### config.mk
export PLATFORM = sky130hd
export DESIGN_NAME = prescaled_countdown_timer
export DESIGN_NICKNAME = d
export VERILOG_FILES = /design/src/rtl/cdt_pkg.sv /design/src/rtl/cdt_tick_select.sv /design/src/rtl/cdt_core.sv /design/src/rtl/cdt_regs.sv /design/src/rtl/prescaled_countdown_timer.sv
export SDC_FILE = /design/constraint.sdc
export NUM_CORES = 1
export LEC_CHECK = 0
export BUFFER_PORTS_ARGS = -buffer_cell sky130_fd_sc_hd__buf_4
export CAP_MARGIN = 20
export CORE_MARGIN = 10
export CORE_UTILIZATION = 25
export CTS_CLUSTER_DIAMETER = 30
export CTS_CLUSTER_SIZE = 16
export DETAILED_ROUTE_END_ITERATION = 7
export HOLD_SLACK_MARGIN = 0.12
export MAX_ROUTING_LAYER = met4
export PLACE_DENSITY_LB_ADDON = 0.25
export SLEW_MARGIN = 10
export SYNTH_ARGS = -nofsm -noshare
export SYNTH_HDL_FRONTEND = slang
export SYNTH_SLANG_ARGS = --single-unit
### constraint.sdc
create_clock -name clk -period 6.1 [get_ports clk]
set_input_delay 0.305 -clock clk [delete_from_list [all_inputs] [get_ports clk]]
set_output_delay 0.305 -clock clk [all_outputs]
set_load 0.01 [all_outputs]
### src/rtl/cdt_pkg.sv
package cdt_pkg;
   localparam int unsigned BUS_DW = 32;
   localparam int unsigned BUS_AW = 2;

   typedef enum logic [BUS_AW-1:0] {
      REG_START = 2'd0,
      REG_COUNT = 2'd1,
      REG_CTRL  = 2'd2,
      REG_SPARE = 2'd3
   } reg_sel_e;

   localparam int unsigned CTRL_RUN_BIT    = 0;
   localparam int unsigned CTRL_REPEAT_BIT = 1;

   localparam int unsigned SRC_FREE      = 0;
   localparam int unsigned SRC_STROBE_LO = 1;
   localparam int unsigned SRC_STROBE_HI = 4;
   localparam int unsigned SRC_PEER_LO   = 5;
   localparam int unsigned SRC_PEER_HI   = 8;
   localparam int unsigned SRC_PIN       = 9;
   localparam int unsigned SRC_LANES     = 4;
endpackage

### src/rtl/cdt_tick_select.sv
module cdt_tick_select
   import cdt_pkg::*;
#(
   parameter int unsigned TICK_SRC = 0
) (
   input  logic [SRC_LANES-1:0] strobe_i,
   input  logic [SRC_LANES-1:0] peer_i,
   input  logic                 pin_i,
   output logic                 tick_o
);
   generate
      if (TICK_SRC == SRC_FREE) begin : g_free
         assign tick_o = 1'b1;
      end else if (TICK_SRC >= SRC_STROBE_LO && TICK_SRC <= SRC_STROBE_HI) begin : g_strobe
         localparam int unsigned LANE = TICK_SRC - SRC_STROBE_LO;
         assign tick_o = strobe_i[LANE];
      end else if (TICK_SRC >= SRC_PEER_LO && TICK_SRC <= SRC_PEER_HI) begin : g_peer
         localparam int unsigned LANE = TICK_SRC - SRC_PEER_LO;
         assign tick_o = peer_i[LANE];
      end else if (TICK_SRC == SRC_PIN) begin : g_pin
         assign tick_o = pin_i;
      end else begin : g_bad
         $error("cdt_tick_select: TICK_SRC out of range");
         assign tick_o = 1'b0;
      end
   endgenerate
endmodule

### src/rtl/cdt_core.sv
module cdt_core #(
   parameter int unsigned CNT_W = 16
) (
   input  logic             clk,
   input  logic             rst_n,
   input  logic             tick_i,
   input  logic             ctrl_wr_i,
   input  logic             run_wdata_i,
   input  logic             repeat_i,
   input  logic [CNT_W-1:0] start_val_i,
   output logic [CNT_W-1:0] count_o,
   output logic             run_o,
   output logic             expiry_o
);
   localparam logic [CNT_W-1:0] ONE = CNT_W'(1);

   logic step_ok;
   assign step_ok = run_o && tick_i && (count_o != '0);

   always_ff @(posedge clk) begin
      if (!rst_n) begin
         count_o  <= '0;
         run_o    <= 1'b0;
         expiry_o <= 1'b0;
      end else begin
         expiry_o <= 1'b0;
         if (ctrl_wr_i) begin
            run_o <= run_wdata_i;
            if (run_wdata_i) count_o <= start_val_i;
         end else if (step_ok) begin
            if (count_o == ONE) begin
               expiry_o <= 1'b1;
               if (repeat_i) begin
                  count_o <= start_val_i;
               end else begin
                  count_o <= '0;
                  run_o   <= 1'b0;
               end
            end else begin
               count_o <= count_o - ONE;
            end
         end
      end
   end

   assert_load_on_run_R2: assert property (@(posedge clk) disable iff (!rst_n)
      (ctrl_wr_i && run_wdata_i) |=> (count_o == $past(start_val_i)));
   assert_oneshot_stop_R4: assert property (@(posedge clk) disable iff (!rst_n)
      (expiry_o && !repeat_i) |-> (count_o == '0 && !run_o));
   assert_repeat_reload_R5: assert property (@(posedge clk) disable iff (!rst_n)
      (expiry_o && repeat_i) |-> (count_o == $past(start_val_i)));
   assert_zero_idle_R7: assert property (@(posedge clk) disable iff (!rst_n)
      (count_o == '0) |=> !expiry_o);
   assert_hold_no_tick_R9: assert property (@(posedge clk) disable iff (!rst_n)
      (!tick_i && !ctrl_wr_i) |=> $stable(count_o));
   assert_expiry_needs_tick_R9: assert property (@(posedge clk) disable iff (!rst_n)
      expiry_o |-> $past(tick_i));
endmodule

### src/rtl/cdt_regs.sv
module cdt_regs
   import cdt_pkg::*;
#(
   parameter int unsigned CNT_W    = 16,
   parameter bit          READABLE = 1'b1
) (
   input  logic              clk,
   input  logic              rst_n,
   input  logic [BUS_AW-1:0] addr_i,
   input  logic              wr_i,
   input  logic              rd_i,
   input  logic [BUS_DW-1:0] wdata_i,
   input  logic [CNT_W-1:0]  count_i,
   input  logic              run_i,
   output logic [CNT_W-1:0]  start_val_o,
   output logic              repeat_o,
   output logic              ctrl_wr_o,
   output logic              run_wdata_o,
   output logic [BUS_DW-1:0] rdata_o
);
   logic [BUS_DW-1:0] count_view;
   logic [BUS_DW-1:0] start_view;
   logic [BUS_DW-1:0] ctrl_view;
   logic [BUS_DW-1:0] rd_mux;

   assign ctrl_wr_o   = wr_i && (addr_i == REG_CTRL);
   assign run_wdata_o = wdata_i[CTRL_RUN_BIT];

   always_ff @(posedge clk) begin
      if (!rst_n) begin
         start_val_o <= '0;
         repeat_o    <= 1'b0;
      end else if (wr_i) begin
         if (addr_i == REG_START) start_val_o <= wdata_i[CNT_W-1:0];
         if (addr_i == REG_CTRL)  repeat_o    <= wdata_i[CTRL_REPEAT_BIT];
      end
   end

   generate
      if (READABLE) begin : g_count_rd
         always_comb begin
            count_view = '0;
            count_view[CNT_W-1:0] = count_i;
         end
      end else begin : g_count_hidden
         assign count_view = '0;
      end
   endgenerate

   always_comb begin
      start_view = '0;
      start_view[CNT_W-1:0] = start_val_o;
      ctrl_view = '0;
      ctrl_view[CTRL_RUN_BIT]    = run_i;
      ctrl_view[CTRL_REPEAT_BIT] = repeat_o;
      case (addr_i)
         REG_START: rd_mux = start_view;
         REG_COUNT: rd_mux = count_view;
         REG_CTRL:  rd_mux = ctrl_view;
         default:   rd_mux = '0;
      endcase
   end

   always_ff @(posedge clk) begin
      if (!rst_n)    rdata_o <= '0;
      else if (rd_i) rdata_o <= rd_mux;
      else           rdata_o <= '0;
   end

   assert_rdata_idle_R11: assert property (@(posedge clk) disable iff (!rst_n)
      !rd_i |=> (rdata_o == '0));
   assert_spare_zero_R11: assert property (@(posedge clk) disable iff (!rst_n)
      (rd_i && addr_i == REG_SPARE) |=> (rdata_o == '0));
endmodule

### src/rtl/prescaled_countdown_timer.sv
module prescaled_countdown_timer
   import cdt_pkg::*;
#(
   parameter int unsigned CNT_W    = 16,
   parameter int unsigned TICK_SRC = 0,
   parameter bit          READABLE = 1'b1,
   parameter bit          IRQ_ON   = 1'b1
) (
   input  logic        clk,
   input  logic        rst_n,
   input  logic [1:0]  reg_addr,
   input  logic        reg_wr,
   input  logic        reg_rd,
   input  logic [31:0] reg_wdata,
   output logic [31:0] reg_rdata,
   input  logic [3:0]  strobe_in,
   input  logic [3:0]  peer_expiry,
   input  logic        ext_tick,
   output logic        expiry,
   output logic        irq
);
   generate
      if (CNT_W < 1 || CNT_W > BUS_DW) begin : g_bad_width
         $error("prescaled_countdown_timer: CNT_W must be 1..32");
      end
      if (TICK_SRC > SRC_PIN) begin : g_bad_src
         $error("prescaled_countdown_timer: TICK_SRC must be 0..9");
      end
   endgenerate

   logic             tick;
   logic             ctrl_wr;
   logic             run_wdata;
   logic             repeat_mode;
   logic             run;
   logic [CNT_W-1:0] start_val;
   logic [CNT_W-1:0] count;

   cdt_tick_select #(.TICK_SRC(TICK_SRC)) u_tick (
      .strobe_i (strobe_in),
      .peer_i   (peer_expiry),
      .pin_i    (ext_tick),
      .tick_o   (tick)
   );

   cdt_regs #(.CNT_W(CNT_W), .READABLE(READABLE)) u_regs (
      .clk         (clk),
      .rst_n       (rst_n),
      .addr_i      (reg_addr),
      .wr_i        (reg_wr),
      .rd_i        (reg_rd),
      .wdata_i     (reg_wdata),
      .count_i     (count),
      .run_i       (run),
      .start_val_o (start_val),
      .repeat_o    (repeat_mode),
      .ctrl_wr_o   (ctrl_wr),
      .run_wdata_o (run_wdata),
      .rdata_o     (reg_rdata)
   );

   cdt_core #(.CNT_W(CNT_W)) u_core (
      .clk         (clk),
      .rst_n       (rst_n),
      .tick_i      (tick),
      .ctrl_wr_i   (ctrl_wr),
      .run_wdata_i (run_wdata),
      .repeat_i    (repeat_mode),
      .start_val_i (start_val),
      .count_o     (count),
      .run_o       (run),
      .expiry_o    (expiry)
   );

   generate
      if (IRQ_ON) begin : g_irq
         assign irq = expiry;
      end else begin : g_no_irq
         assign irq = 1'b0;
      end
   endgenerate

   assert_pulse_after_step_R3: assert property (@(posedge clk) disable iff (!rst_n)
      $rose(expiry) |-> $past(run));
endmodule

==> results.yml <==
run_status:
  status: "complete, no violations"
synthesis:
  synth-seq-cells: 51
  synth_compound_area_share_pct: 19.5
  async_reset_ff_share_pct: 0
  synth_top_family_by_area: "simple AND/OR/NAND/NOR gates"
  synth_area_mm2: 0.00247
  yosysSeqAreaShare_pct: 41.3
  synth_top_area_share_pct: 41.3
  syn_avg_cell_area_um2: 8.36
  synth_fa_ha_area_share_pct: 1.01
  synth_xor_area_share_pct: 0.708
  synth_cell_types: 43
  synth_edf_count: 0
  yosys.area_share.simple_pct: 20.9
  synth_flop_cell: "dfxtp_1"
  synthMuxAreaShare_pct: 6.88
  netlist_instances: 296
  synthTopCellsByArea: "dfxtp_1, nand2_1, mux2i_1, buf_4, a21boi_0"
  yosysTopAreaCell: "dfxtp_1"
  synth_warnings: 0
timing:
  drv_slew: 0
  rsz0062_at_grt: "no"
  worst_pin_slew_ns: 0.926
  final-hold-violation-count: 0
  max-slew-margin-rel_pct: 38.0
  setup_viol: 0
  timing.fmax_mhz: 407
  fin_crit_sh_pct: 40.3
  setup_slack_ns: 3.64
  fin_skew_ns: 0.00743
  fin_crit_ns: 2.46
  tns_ns: 0
routing:
  ant_nets: 0
  dr.first_iter.drc_count: 191
  via_per_inst: 4.56
  drt_wl_total_um: 6390
  firstDrtPassIters: 4
  drcViolationCount: 0
  vias: 2081
  route.detailed.wl_per_inst_um: 14.0
power:
  leakage_nw: 1.17
  power_density_mw_per_mm2: 259
  finalPower_mw: 0.754
  ir_drop_mv: 0.0974
global_route:
  grt.met1_usage_pct: 12.2
  grt_max_degree: 38
  grt_pass1_vias: 2068
  antenna_found_initial: 0
  grtUsageTotal_pct: 9.13
  gr-usage-met2_pct: 13.7
  grt-ovfl-total: 0
  grt_pass1_wl_um: 10600
  grt_busiest_layer: "met2"
  grt_use_met3_pct: 1.79
final_layout:
  area_growth_pct: 17.6
  drive_gt1_share_pct: 18.0
  layout.nets: 371
  utilization_pct: 30.0
  fill_cells: 1065
  antenna_cells: 0
hold_path:
  hold_end: "u_regs.start_val_o[11]$_SDFFE_PN0P_"
  whs_path_depth: 3
  hold_path_class: "input pin to register"
  hold_start: "reg_wdata[11]"
setup_path:
  crit_type: "register to register"
  worstSetupStartpointType: "register"
  critical_path.slowest_cell: "nor3_1"
  path_buf_inv: 1
  crit_path_cell_trace: "inv_1 -> ha_1 -> or3b_2 -> nor3_1 -> nand2_1 -> a21oi_1 -> o22ai_1"
  crit_family: "simple AND/OR/NAND/NOR gates"
  max_stage_delay_ns: 0.68
  end_kind: "register"
  rrSetupSlack_ns: 3.64
  r2r-end: "u_core.count_o[12]$_SDFFE_PN0P_"
  arrival_ns: 2.64
  reg2reg_depth: 7
  worstPathMaxFanout: 7
  reg2reg_from: "u_core.count_o[0]$_SDFFE_PN0P_"
  timing.critical_path.from: "u_core.count_o[0]$_SDFFE_PN0P_"
  required_ns: 6.28
cts:
  cts_setup_buffers: 0
  numClockSinks: 51
  cts-root-buf: "clkbuf_8"
  clock_latency_ns: 0.31
  cts_resized: 0
  cts_buffer_depth: 2
  clkTransAtPathRegs_ns: 0.09
  cts_tree: "built"
  numCtsBuffers: 5
  ctsHoldBuffers: 0
  h-tree-depth: 2
placed_design:
  port_buffers: 39
  gp_congestion: 0.808
  dp_hpwl_um: 4670
  dp_slack_ns: 3.71
floorplanning:
  coreArea_mm2: 0.00968
  fp.dieH_um: 119
  ios: 81
  initial_utilization_pct: 25.5
  row_count: 36
  die_area_mm2: 0.0143
  die_w_um: 119
run:
  cap_violations: 0
layout by cell type (no fill, tap or decap), types with 2 or more instances in the layout:
master,count
nor2b_1,2
a22oi_1,4
nor4b_1,3
nand2_1,53
ha_1,2
inv_1,5
clkbuf_8,5
nor3_1,6
or3_1,3
buf_4,40
nand4_1,2
a21oi_1,12
xor2_1,2
o21ai_0,6
or3b_2,2
mux2i_1,17
a221oi_1,4
a21boi_0,16
o21a_1,3
o22ai_1,11
a32oi_1,6
conb_1,16
nor2_1,30
dfxtp_1,51
a2bb2oi_1,2
how the worst max path moves through the flow:
stage / to / slack [ns] / cells after the start
3_3_place_gp: u_core.count_o[15]$_SDFFE_PN0P_ / 3.50 / 5
6_report: u_core.count_o[12]$_SDFFE_PN0P_ / 3.64 / 7
3_5_place_dp: u_core.count_o[12]$_SDFFE_PN0P_ / 3.71 / 7
5_1_grt: u_core.count_o[14]$_SDFFE_PN0P_ / 3.51 / 7
4_1_cts: u_core.count_o[12]$_SDFFE_PN0P_ / 3.69 / 7
2_1_floorplan: u_core.count_o[15]$_SDFFE_PN0P_ / 4.08 / 6
where the power goes:
part,internal [mW],total [mW],switching (mW)
clock,0.122,0.237,0.114
sequential,0.345,0.360,0.0149
combinational,0.0676,0.158,0.0900
total,0.535,0.754,0.219
registers in the layout, indices dropped and copies added, names as in the netlist:
signal / flops
u_regs.repeat_o: 1
u_core.count_o: 16
u_regs.rdata_o: 16
u_regs.start_val_o: 16
u_core.expiry_o: 1
u_core.run_o: 1
per-layer routing:
metal | up-vias | share of wire, %
met5 | - | 0
met4 | 0 | 1.3
met1 | 967 | 49
li1 | 1051 | -
met2 | 58 | 46
met3 | 5 | 3.9
tightest hold or removal path: stages:
cell and delay (ns):
buf_4 0.11, nand2_1 0.04, a21boi_0 0.06
metrics by stage:
step / cell area [µm²] / hold slack, ns / instances
floorplan: 2530 / 0.448 / 311
global placement: 2780 / 0.462 / 447
detailed placement: 2800 / 0.480 / 448
CTS: 2910 / 0.240 / 456
global route: 2910 / 0.251 / 456
finish: 2910 / 0.246 / 456
final cells by class:
class / instances / area (µm²) / area share, %
tap: 133 / 166 / 5.72
multi-input combinational: 218 / 1280 / 43.9
clock buffer: 5 / 68.8 / 2.37
clock inverter: 3 / 43.8 / 1.51
inverter: 5 / 18.8 / 0.645
sequential: 51 / 1020 / 35.1
timing repair buffer: 41 / 312 / 10.7
Yosys cell counts, types with 2 or more instances:
master,instances
nand4_1,2
a2bb2oi_1,2
o22ai_1,11
buf_2,3
a21boi_0,16
nor3_1,6
a22oi_1,4
clkbuf_1,15
a221oi_1,4
o21a_1,3
mux2i_1,17
nor2b_1,2
or3b_2,2
nand2_1,53
or3_1,3
buf_4,18
a21oi_1,12
dfxtp_1,51
xor2_1,2
nor2_1,30
nor4b_1,3
ha_1,2
inv_1,5
o21ai_0,6
a32oi_1,6
cell families after synthesis:
group,count (synthesis)
simple gates,112
compound gates,69
flops,51
buf+inv,42
mux,17
fa+ha+maj,2
xor+xnor,2
other cells,1
No activity file was read; power rests on OpenSTA's default activity.
